`config.mk`:
```
export PLATFORM = sky130hd
export DESIGN_NAME = seqdiv_top
export DESIGN_NICKNAME = d
export VERILOG_FILES = /design/src/rtl/seqdiv_pkg.sv /design/src/rtl/seqdiv_prep.sv /design/src/rtl/seqdiv_core.sv /design/src/rtl/seqdiv_post.sv /design/src/rtl/seqdiv_top.sv
export SDC_FILE = /design/constraint.sdc
export NUM_CORES = 2
export LEC_CHECK = 0
export BUFFER_PORTS_ARGS = -buffer_cell sky130_fd_sc_hd__buf_2
export CORE_MARGIN = 3
export CORE_UTILIZATION = 60
export CTS_CLUSTER_SIZE = 40
export DETAILED_ROUTE_END_ITERATION = 10
export PLACE_DENSITY_LB_ADDON = 0.05
export SETUP_SLACK_MARGIN = 0.15
export SLEW_MARGIN = 10
export SYNTH_ARGS = -nofsm -noshare
export SYNTH_HDL_FRONTEND = slang
export SYNTH_SLANG_ARGS = --single-unit
```
`constraint.sdc`:
```
create_clock -name clk -period 11 [get_ports clk]
set_input_delay 2.75 -clock clk [delete_from_list [all_inputs] [get_ports clk]]
set_output_delay 2.75 -clock clk [all_outputs]
set_load 0.01 [all_outputs]
```
`src/rtl/seqdiv_pkg.sv`:
```
package seqdiv_pkg;

  // Iteration controller states of the divider core.
  typedef enum logic [1:0] {
    ST_IDLE = 2'd0,
    ST_NORM = 2'd1,
    ST_DIV  = 2'd2,
    ST_FIN  = 2'd3
  } div_state_e;

  // Default operand width used by the top level.
  localparam int unsigned DIV_W_DEFAULT = 64;

endpackage

```
`src/rtl/seqdiv_prep.sv`:
```
// Sign stage: turns operands into magnitudes and flags the early errors.
module seqdiv_prep #(
  parameter int unsigned W = 64
) (
  input  logic           signed_mode,
  input  logic [W-1:0]   dvd_hi,
  input  logic [W-1:0]   dvd_lo,
  input  logic [W-1:0]   dvsr,
  output logic [2*W-1:0] dvd_mag,
  output logic [W-1:0]   dvs_mag,
  output logic           neg_quo,
  output logic           neg_rem,
  output logic           dvs_zero,
  output logic           min_by_m1
);

  localparam logic [W-1:0] TOP_ONLY = {1'b1, {(W-1){1'b0}}};

  function automatic logic [2*W-1:0] mag_wide(input logic [2*W-1:0] v, input logic neg);
    mag_wide = neg ? (~v + {{(2*W-1){1'b0}}, 1'b1}) : v;
  endfunction

  function automatic logic [W-1:0] mag_narrow(input logic [W-1:0] v, input logic neg);
    mag_narrow = neg ? (~v + {{(W-1){1'b0}}, 1'b1}) : v;
  endfunction

  logic dvd_neg;
  logic dvs_neg;

  assign dvd_neg   = signed_mode & dvd_hi[W-1];
  assign dvs_neg   = signed_mode & dvsr[W-1];
  assign dvd_mag   = mag_wide({dvd_hi, dvd_lo}, dvd_neg);
  assign dvs_mag   = mag_narrow(dvsr, dvs_neg);
  assign neg_quo   = dvd_neg ^ dvs_neg;
  assign neg_rem   = dvd_neg;
  assign dvs_zero  = (dvsr == '0);
  assign min_by_m1 = signed_mode && (&dvsr) && (dvd_hi == TOP_ONLY) && (dvd_lo == '0);

endmodule

```
`src/rtl/seqdiv_core.sv`:
```
// Normalise-then-restoring iteration engine on magnitudes.
module seqdiv_core
  import seqdiv_pkg::*;
#(
  parameter int unsigned W = 64
) (
  input  logic           clk,
  input  logic           rst_n,
  input  logic           load,
  input  logic [2*W-1:0] dvd_mag,
  input  logic [W-1:0]   dvs_mag,
  output logic           busy,
  output logic           fin,
  output logic [2*W-1:0] quo_raw,
  output logic [W-1:0]   rem_raw
);

  localparam int unsigned DW    = 2 * W;
  localparam int unsigned CW    = $clog2(DW + 1);
  localparam logic [CW-1:0] CAP = CW'(DW);
  localparam logic [CW-1:0] ONE = CW'(1);

  div_state_e     st;
  logic [DW:0]    dreg;     // divisor copy with one guard bit
  logic [DW-1:0]  acc;      // partial remainder
  logic [DW-1:0]  quo;
  logic [CW-1:0]  cnt;
  logic [W-1:0]   dmag;

  // Named internal events
  logic           norm_step;
  logic           norm_exit;
  logic [DW:0]    dsh;
  logic           borrow;
  logic [DW-1:0]  acc_sub;

  assign norm_step = (st == ST_NORM) && (dreg <= {1'b0, acc}) && (cnt < CAP);
  assign norm_exit = (st == ST_NORM) && !norm_step;
  assign dsh       = dreg >> 1;
  assign borrow    = dsh > {1'b0, acc};
  assign acc_sub   = acc - dsh[DW-1:0];

  always_ff @(posedge clk) begin
    if (!rst_n) begin
      st   <= ST_IDLE;
      dreg <= '0;
      acc  <= '0;
      quo  <= '0;
      cnt  <= '0;
      dmag <= '0;
    end else begin
      case (st)
        ST_IDLE: begin
          if (load) begin
            dreg <= {{(W+1){1'b0}}, dvs_mag};
            acc  <= dvd_mag;
            quo  <= '0;
            cnt  <= '0;
            dmag <= dvs_mag;
            st   <= ST_NORM;
          end
        end
        ST_NORM: begin
          if (norm_step) begin
            dreg <= dreg << 1;
            cnt  <= cnt + ONE;
          end else begin
            st <= (cnt == '0) ? ST_FIN : ST_DIV;
          end
        end
        ST_DIV: begin
          dreg <= dsh;
          quo  <= {quo[DW-2:0], ~borrow};
          if (!borrow) acc <= acc_sub;
          cnt  <= cnt - ONE;
          if (cnt == ONE) st <= ST_FIN;
        end
        ST_FIN: st <= ST_IDLE;
        default: st <= ST_IDLE;
      endcase
    end
  end

  assign busy    = (st != ST_IDLE);
  assign fin     = (st == ST_FIN);
  assign quo_raw = quo;
  assign rem_raw = acc[W-1:0];

  // the restoring phase never runs with an exhausted step count
  a_r3_div_steps_left: assert property (@(posedge clk) disable iff (!rst_n)
    (st == ST_DIV) |-> (cnt != '0));

  // the normalise count never exceeds the double width
  a_r3_norm_capped: assert property (@(posedge clk) disable iff (!rst_n)
    cnt <= CAP);

  // the final partial remainder is below the divisor magnitude
  a_r5_rem_below_dvs: assert property (@(posedge clk) disable iff (!rst_n)
    fin |-> (acc < {{W{1'b0}}, dmag}));

  // zero normalise steps skip the restoring phase
  a_r9_skip_to_fin: assert property (@(posedge clk) disable iff (!rst_n)
    (norm_exit && (cnt == '0)) |=> fin);

endmodule

```
`src/rtl/seqdiv_post.sv`:
```
// Result stage: reapplies signs and detects a quotient that does not fit.
module seqdiv_post #(
  parameter int unsigned W = 64
) (
  input  logic           signed_mode,
  input  logic           neg_quo,
  input  logic           neg_rem,
  input  logic [2*W-1:0] quo_raw,
  input  logic [W-1:0]   rem_raw,
  output logic [W-1:0]   quo_out,
  output logic [W-1:0]   rem_out,
  output logic           quo_ovf
);

  function automatic logic [2*W-1:0] negate_wide(input logic [2*W-1:0] v, input logic neg);
    negate_wide = neg ? (~v + {{(2*W-1){1'b0}}, 1'b1}) : v;
  endfunction

  function automatic logic [W-1:0] negate_narrow(input logic [W-1:0] v, input logic neg);
    negate_narrow = neg ? (~v + {{(W-1){1'b0}}, 1'b1}) : v;
  endfunction

  // Signed fit: bits W-1 upward must all equal the sign
  function automatic logic fits_signed(input logic [2*W-1:0] v);
    logic [W:0] upper;
    upper = v[2*W-1:W-1];
    fits_signed = (&upper) || !(|upper);
  endfunction

  logic [2*W-1:0] quo_signed;

  assign quo_signed = negate_wide(quo_raw, signed_mode & neg_quo);
  assign quo_out    = quo_signed[W-1:0];
  assign rem_out    = negate_narrow(rem_raw, signed_mode & neg_rem);
  assign quo_ovf    = signed_mode ? !fits_signed(quo_signed) : (|quo_raw[2*W-1:W]);

endmodule

```
`src/rtl/seqdiv_top.sv`:
```
module seqdiv_top
  import seqdiv_pkg::*;
#(
  parameter int unsigned W = DIV_W_DEFAULT
) (
  input  logic         clk,
  input  logic         rst_n,
  input  logic         start,
  input  logic         signed_mode,
  input  logic [W-1:0] dvd_hi,
  input  logic [W-1:0] dvd_lo,
  input  logic [W-1:0] dvsr,
  output logic         busy,
  output logic         done,
  output logic         div_err,
  output logic [W-1:0] quot,
  output logic [W-1:0] rem
);

  logic [2*W-1:0] dvd_mag;
  logic [W-1:0]   dvs_mag;
  logic           neg_quo, neg_rem, dvs_zero, min_by_m1;
  logic           early_err, accept, load;
  logic           core_busy, core_fin;
  logic [2*W-1:0] quo_raw;
  logic [W-1:0]   rem_raw;
  logic [W-1:0]   quo_fix, rem_fix;
  logic           quo_ovf;

  logic           mode_q, nq_q, nr_q;
  logic           done_q, err_q;
  logic [W-1:0]   quot_q, rem_q;

  seqdiv_prep #(.W(W)) u_prep (
    .signed_mode (signed_mode),
    .dvd_hi      (dvd_hi),
    .dvd_lo      (dvd_lo),
    .dvsr        (dvsr),
    .dvd_mag     (dvd_mag),
    .dvs_mag     (dvs_mag),
    .neg_quo     (neg_quo),
    .neg_rem     (neg_rem),
    .dvs_zero    (dvs_zero),
    .min_by_m1   (min_by_m1)
  );

  assign early_err = dvs_zero | min_by_m1;
  assign accept    = start & ~core_busy;
  assign load      = accept & ~early_err;

  seqdiv_core #(.W(W)) u_core (
    .clk     (clk),
    .rst_n   (rst_n),
    .load    (load),
    .dvd_mag (dvd_mag),
    .dvs_mag (dvs_mag),
    .busy    (core_busy),
    .fin     (core_fin),
    .quo_raw (quo_raw),
    .rem_raw (rem_raw)
  );

  seqdiv_post #(.W(W)) u_post (
    .signed_mode (mode_q),
    .neg_quo     (nq_q),
    .neg_rem     (nr_q),
    .quo_raw     (quo_raw),
    .rem_raw     (rem_raw),
    .quo_out     (quo_fix),
    .rem_out     (rem_fix),
    .quo_ovf     (quo_ovf)
  );

  always_ff @(posedge clk) begin
    if (!rst_n) begin
      mode_q <= 1'b0;
      nq_q   <= 1'b0;
      nr_q   <= 1'b0;
      done_q <= 1'b0;
      err_q  <= 1'b0;
      quot_q <= '0;
      rem_q  <= '0;
    end else begin
      done_q <= 1'b0;
      err_q  <= 1'b0;
      if (load) begin
        mode_q <= signed_mode;
        nq_q   <= neg_quo;
        nr_q   <= neg_rem;
      end
      if (accept && early_err) begin
        done_q <= 1'b1;
        err_q  <= 1'b1;
      end else if (core_fin) begin
        done_q <= 1'b1;
        err_q  <= quo_ovf;
        if (!quo_ovf) begin
          quot_q <= quo_fix;
          rem_q  <= rem_fix;
        end
      end
    end
  end

  assign busy    = core_busy;
  assign done    = done_q;
  assign div_err = err_q;
  assign quot    = quot_q;
  assign rem     = rem_q;

  // zero divisor reports at once
  a_r2_zero_dvs: assert property (@(posedge clk) disable iff (!rst_n)
    (start && !busy && dvsr == '0) |=> (done && div_err));

  // most negative by minus one reports at once
  a_r6_min_by_m1: assert property (@(posedge clk) disable iff (!rst_n)
    (start && !busy && min_by_m1) |=> (done && div_err));

  // an error leaves the visible result untouched
  a_r8_hold_on_err: assert property (@(posedge clk) disable iff (!rst_n)
    div_err |-> ($stable(quot) && $stable(rem)));

  // completion is never flagged while busy
  a_r10_done_idle: assert property (@(posedge clk) disable iff (!rst_n)
    done |-> !busy);

  // busy only ends with a completion
  a_r10_busy_to_done: assert property (@(posedge clk) disable iff (!rst_n)
    busy |=> (busy || done));

  // error flag only accompanies done
  a_r10_err_with_done: assert property (@(posedge clk) disable iff (!rst_n)
    div_err |-> done);

endmodule

```
## After elaboration in Yosys (flattened, before gate mapping)

Index checks and enable logic that the tools add are counted.
Widths: inputs -> output; s select.

| word-level totals | value |
|---|---|
| bits in registers | 528 |
| bits in latches | 0 |
| memory bits (writable) | 0 |
| bits in read-only memories | 0 |
| bits of input ports | 196 |
| output and inout port bits | 131 |
| logic and storage cells | 99 |
| memories kept | 0 |

| operators by class | value |
|---|---|
| add/subtract/negate cells | 7 |
| multipliers | 0 |
| divide/modulo/power cells | 0 |
| order comparisons | 3 |
| eq/ne operators | 10 |
| shift operators | 0 |
| multiplexer cells | 25 |
| bitwise operators | 17 |
| reduce and logical (&&, ||, !) cells | 25 |

Operator list:

| operator | number |
|---|---|
| $mux 128 | 5 |
| $pmux 128 s2 | 2 |
| $pmux 129 s3 | 1 |
| $mux 129 | 2 |
| $add 128x1->128 const B | 2 |
| $not 128->128 | 2 |
| $le 129x128->1 | 1 |
| $add 64x1->64 const B | 2 |
| $gt 128x128->1 | 1 |
| $logic_not 64->1 | 2 |
| $mux 64 | 2 |
| $not 64->64 | 2 |
| $sub 128x128->128 | 1 |
| $reduce_and 65->1 | 1 |
| $reduce_or 65->1 | 1 |
| $eq 64x64->1 const B | 1 |
| $reduce_and 64->1 | 1 |
| $reduce_or 64->1 | 1 |
| $pmux 8 s3 | 1 |
| $mux 8 | 2 |
| $reduce_and 3->1 | 4 |
| $add 8x1->8 const B | 1 |
| $eq 8x1->1 const B | 1 |
| $logic_not 8->1 | 1 |
| other kinds (20) | 47 |

## Longest topological paths before layout

| depth | value |
|---|---|
| depth in word-level cells | 10 |
| gate-level depth with buffers | 19 |

## By module

A second synthesis with hierarchy kept.

| second synthesis, totals | value |
|---|---|
| cell total of the unflattened synthesis | 6528 |
| area total of the unflattened synthesis | 47355.4 µm² |

By module, submodules not included:

| module | instances | cells an instance | area an instance (µm²) | sequential area each (µm²) |
|---|---|---|---|---|
| seqdiv_core | 1 | 4166 | 30466.7 | 7907.6 |
| seqdiv_post | 1 | 984 | 6218.5 | 0.0 |
| seqdiv_top | 1 | 575 | 5424.0 | 2662.6 |
| seqdiv_prep | 1 | 803 | 5246.3 | 0.0 |

## Worst setup path after synthesis

No wires, ideal clock.

| timing path | value |
|---|---|
| path type | input to register |
| start point | input port dvsr[21] |
| end point | register u_core.acc[14] |
| library setup time | 0.128 ns |
| data arrival time | 6.381 ns |
| data required time | 10.872 ns |
| setup slack | 4.491 ns |
| stages on the path | 15 |
| path buffers | 3 |
| cell sequence | or4_1 > or3_1 > or4_1 > nor4_1 > a31oi_1 > nand3_1 > a21boi_0 > clkbuf_1 > nor2_1 > a21oi_1 > clkbuf_1 > buf_1 > a211oi_1 > a21oi_1 > nor2_1 |

| between the ends | value |
|---|---|
| word-level cells in the longest chain between the ends | 9 |
| elaborated cells between the ends (all ways) | 10 |
| classes of those cells | 1 x eq/ne; 3 x bitwise; 6 x reduce/logical |

RTL lines:

| item | line | text |
|---|---|---|
| start: declaration | seqdiv_top.sv:12 | `input logic [W-1:0] dvsr,` |
| $reduce_and 64->1 | seqdiv_prep.sv:37 | `assign min_by_m1 = signed_mode && (&dvsr) && (dvd_hi == TOP_ONLY) && (dvd_lo == '0);` |
| $logic_and 1x1->1 (3 in a row) | seqdiv_prep.sv:37 |  |
| $or 1x1->1 * | seqdiv_top.sv:47 | `assign early_err = dvs_zero \| min_by_m1;` |
| $not 1->1 * | seqdiv_top.sv:49 | `assign load = accept & ~early_err;` |
| $and 1x1->1 * | seqdiv_top.sv:49 |  |
| $ne 2x2->1 (no source line) * | -- |  |
| $reduce_and 3->1 (no source line) * | -- |  |
| end signal: assignment | seqdiv_core.sv:56 | `acc <= dvd_mag;` |
| end signal: assignment | seqdiv_core.sv:74 | `if (!borrow) acc <= acc_sub;` |
| end: declaration | seqdiv_core.sv:25 | `logic [DW-1:0] acc;` |

Every way passes the cells marked *; elsewhere a longest branch is shown, timed or not.
A chain may end at the register's enable or synchronous reset.

## Final worst setup path

| timing path | value |
|---|---|
| start point | input port dvsr[19] |
| end point | register quot_q[25] (netlist: quot[25]) |

| between the ends | value |
|---|---|
| word-level cells in the longest chain between the ends | 8 |
| elaborated cells between the ends (all ways) | 9 |
| classes of those cells | 2 x bitwise; 7 x reduce/logical |

RTL lines:

| item | line | text |
|---|---|---|
| $reduce_and 64->1 | seqdiv_prep.sv:37 |  |
| $logic_and 1x1->1 (3 in a row) | seqdiv_prep.sv:37 |  |
| $or 1x1->1 * | seqdiv_top.sv:47 |  |
| $logic_and 1x1->1 * | seqdiv_top.sv:91 | `if (accept && early_err) begin` |
| $not 1->1 (no source line) * | -- |  |
| $reduce_and 3->1 (no source line) * | -- |  |
| end signal: assignment | seqdiv_top.sv:98 | `quot_q <= quo_fix;` |
| end: declaration | seqdiv_top.sv:32 | `logic [W-1:0] quot_q, rem_q;` |

Marked as above.

==> results.toml <==
[critical_path]
cp_data_required_time_ns = 11.49
cp_max_fo = 153
crit_arrival_ns = 8.12
cp-start-kind = "primary input"
end_kind = "flip-flop"
critPathKind = "in -> reg"

[power_and_ir_drop]
pwr-share-clk = 0.138
total_power_uw = 15140
p_sw_uw = 7877
p_int_uw = 7258
vdd_ir_drop_max_mv = 0.2690
switching_share = 0.5205
leakagePower_uw = 0.01898
power_density_mw_per_mm2 = 319.8
power_frac_seq = 0.187
comb_power_share = 0.675

[logic_synthesis]
ys_seq_area_frac = 0.2426
synth_compound_area_frac = 0.2843
synthDistinctLibCells = 88
synth_xor_area_frac = 0.09447
syn_inst = 5848
synth_simple_gate_area_frac = 0.2153
synth_top_family_by_area = "compound AO/OA/AOI/OAI gates"
muxShareOfSynthArea = 0.01869
synth_nets = 6315
syn_area_sq_mm = 0.04358
synth-seq-cells = 528
syn-mean-instance-area_sq_um = 7.451
synth_ff_type = "dfxtp_1"
synth_edf_count = 0
yosysWarnings = 0
synth_fa_ha_area_frac = 0.07799
async_flop_share = 0

[timing]
finClkSkew_ns = 0.03810
whs_ns = 0.4785
setup_violations = 0
hold_viol = 0
finalMaxSlewViolations = 0
relSlewSlack = 0.1671
tightestPinTransition_ns = 1.238
timing.final.crit_period_ns = 7.628
fin_crit_sh = 0.6935
setup_tns_ns = 0
fmax_ghz = 0.1311
rsz0062_at_grt = "no"

[routing]
vias_per_cell = 6.708
drt_iter0_drc = 5165
final_antenna_net_count = 0
routed_wl_mm = 158.1
drcViolationCount = 0
wl_per_cell_um = 23.02
via_count = 46070
drt_pass1_iterations = 6

[clock_tree]
cts.clk_slew.worst_paths_ns = 0.06
clk_path_buf_depth = 3
ctsResizeCount = 0
clkSinkCount = 528
htree_levels = 2
cts_tree = "yes"
numCtsBuffers = 59
root_buffer = "clkbuf_16"
cts_setup_buffers = 0
cts_hold_buf = 0
clock_latency_ns = 0.67

[outcome]
outcome = "completed"

[placement]
io_buffers = 326
dp_hpwl_mm = 117.4
gp_congestion = 1.050

[die]
die_area_sq_mm = 0.07589
pin_count = 327
start_util = 0.6075
die_x_um = 275.5
rows = 98
core_sq_mm = 0.07173
die_h_um = 275.5

[cells_and_area]
synthToLayoutAreaGrowth_pct = 8.614
num-nets-final = 6329
final_core_utilization = 0.6598
fillers = 6321
drive_above_1_share = 0.1030

[grt]
antenna_found_initial = 12
grt.overflow.total = 0
grt_pass1_wl_mm = 241.2
grt_max_degree = 231
grt_pass1_vias = 41680
grt_usage = 0.3972

[run]
max-cap-violations = 0

[worst_hold_path]
min_path_type = "reg -> reg"
## final cells by class
| cell class | instances | area (sq um) | area share |
|---|---|---|---|
| flip-flops and latches | 528 | 10570 | 0.2233 |
| well taps | 950 | 1189 | 0.02511 |
| inverters | 329 | 1245 | 0.02630 |
| clock buffers | 85 | 1704 | 0.03601 |
| clock inverters | 25 | 305.3 | 0.006450 |
| diodes | 6 | 15.01 | 0.0003172 |
| repair buffers | 377 | 2077 | 0.04388 |
| multi-input cells | 4567 | 30220 | 0.6386 |
## cell usage in the layout, fill, tap and decap left out, types with 74 or more instances in the layout
cell type  count
nor2_1       702
dfxtp_1      528
a21oi_1      502
buf_2        326
inv_1        325
nand2_1      301
xnor2_1      279
ha_1         267
o21ai_0      229
xor2_1       191
a211oi_1     186
nand3_1      169
a21o_1       166
nand4_1      152
a22oi_1      129
nor3_1       122
nand2b_1     104
nor4_1        86
mux2i_1       78
o31ai_1       76
a211oi_2      74
## per-stage QoR
step / cells / area, sq um / worst slack, ns
floorplan: 5848 / 43580 / 4.491
global placement: 6751 / 45300 / 3.001
detailed placement: 6751 / 45300 / 2.899
CTS: 6861 / 47310 / 3.571
global route: 6863 / 47320 / 3.165
finish: 6867 / 47330 / 3.372
## final timing paths
path                                                startpoint                      endpoint  slack [ns]  cells past startpoint
worst max-delay path                                  dvsr[19]         quot[25]$_SDFFE_PN0P_        3.37                     16
worst min-delay path              u_core.acc[103]$_SDFFE_PN0P_  u_core.acc[103]$_SDFFE_PN0P_        0.48                      2
worst max register to register  u_core.quo_raw[0]$_SDFFE_PN0P_         quot[40]$_SDFFE_PN0P_        3.45                     15
worst min register to register    u_core.acc[103]$_SDFFE_PN0P_  u_core.acc[103]$_SDFFE_PN0P_        0.48                      2
## worst max-delay path: stages
cell	delay, ns
buf_2	0.13
or4_1	0.55
or3_1	0.38
or4_1	0.63
nor4_1	1.03
a31oi_1	0.27
o21ai_0	0.45
nor4_1	0.12
nand4_1	0.11
nor4_1	0.06
a21oi_1	0.31
a21boi_4	0.10
buf_12	0.25
buf_4	0.54
nor2_1	0.28
a211oi_2	0.07
## cells in the mapped netlist, drive strengths merged (14+ instances only)
cell type    n  area, sq um
nor2       703         2639
dfxtp      528        10570
a21oi      503         2517
clkbuf     361         1355
inv        328         1231
nand2      303         1137
xnor2      279         2444
ha         270         3378
a211oi     260         2322
o21ai      229         1146
xor2       191         1673
nand3      169        845.8
a21o       167         1254
nand4      152        950.9
a22oi      129        968.4
nor3       123        620.6
nand2b     104        650.6
nor4        93        606.8
mux2i       78        780.8
o31ai       76        570.6
o22ai       73        456.7
or3         71        454.2
a31oi       69        431.7
a221oi      63        551.8
buf         63        314.1
or4         49        367.9
o211ai      39        292.8
o41ai       38        340.3
o21bai      36        270.3
and3        31        193.9
and2        29        181.4
nor2b       18        112.6
a21boi      17        127.6
a41oi       16        140.1
and4        15        131.4
o221ai      15        131.4
o21a        14        105.1
## power by group through the flow
| stage | logic [uW] | registers, uW | clock network [uW] |
|---|---|---|---|
| 4_1_cts | 9930 | 2810 | 2090 |
| 3_5_place_dp | 9840 | 2850 | 0 |
| 3_3_place_gp | 9750 | 2840 | 0 |
| 5_1_grt | 11100 | 2860 | 2160 |
| 2_1_floorplan | 7420 | 2680 | 0 |
| 6_report | 10200 | 2830 | 2080 |
## state kept, by name, summed over array words and instances, names as in the netlist, 2 cells and up
signal          flops
quot               64
rem                64
u_core.acc        128
u_core.cnt          8
u_core.dreg       129
u_core.quo_raw    128
u_core.st           2
## metal layers
layer / GRT usage / share of wire / routed length (um)
met1: 0.5366 / 0.42 / 66180
met4: 0.1815 / 0.051 / 8123
met5: 0 / 0.00022 / 34
met3: 0.06919 / 0.094 / 14910
met2: 0.6174 / 0.44 / 68820
## kinds of logic (layout without fill, tap and decap cells)
group	Yosys count	in the layout
XOR/XNOR	470	470
AO/OA/AOI/OAI	1826	1826
other	0	6
multiplexers	81	81
buffers and inverters	753	816
AND/OR/NAND/NOR	1919	1919
flip-flops	528	528
adder cells (fa/ha/maj)	271	271
No activity file was read; power rests on OpenSTA's default activity.
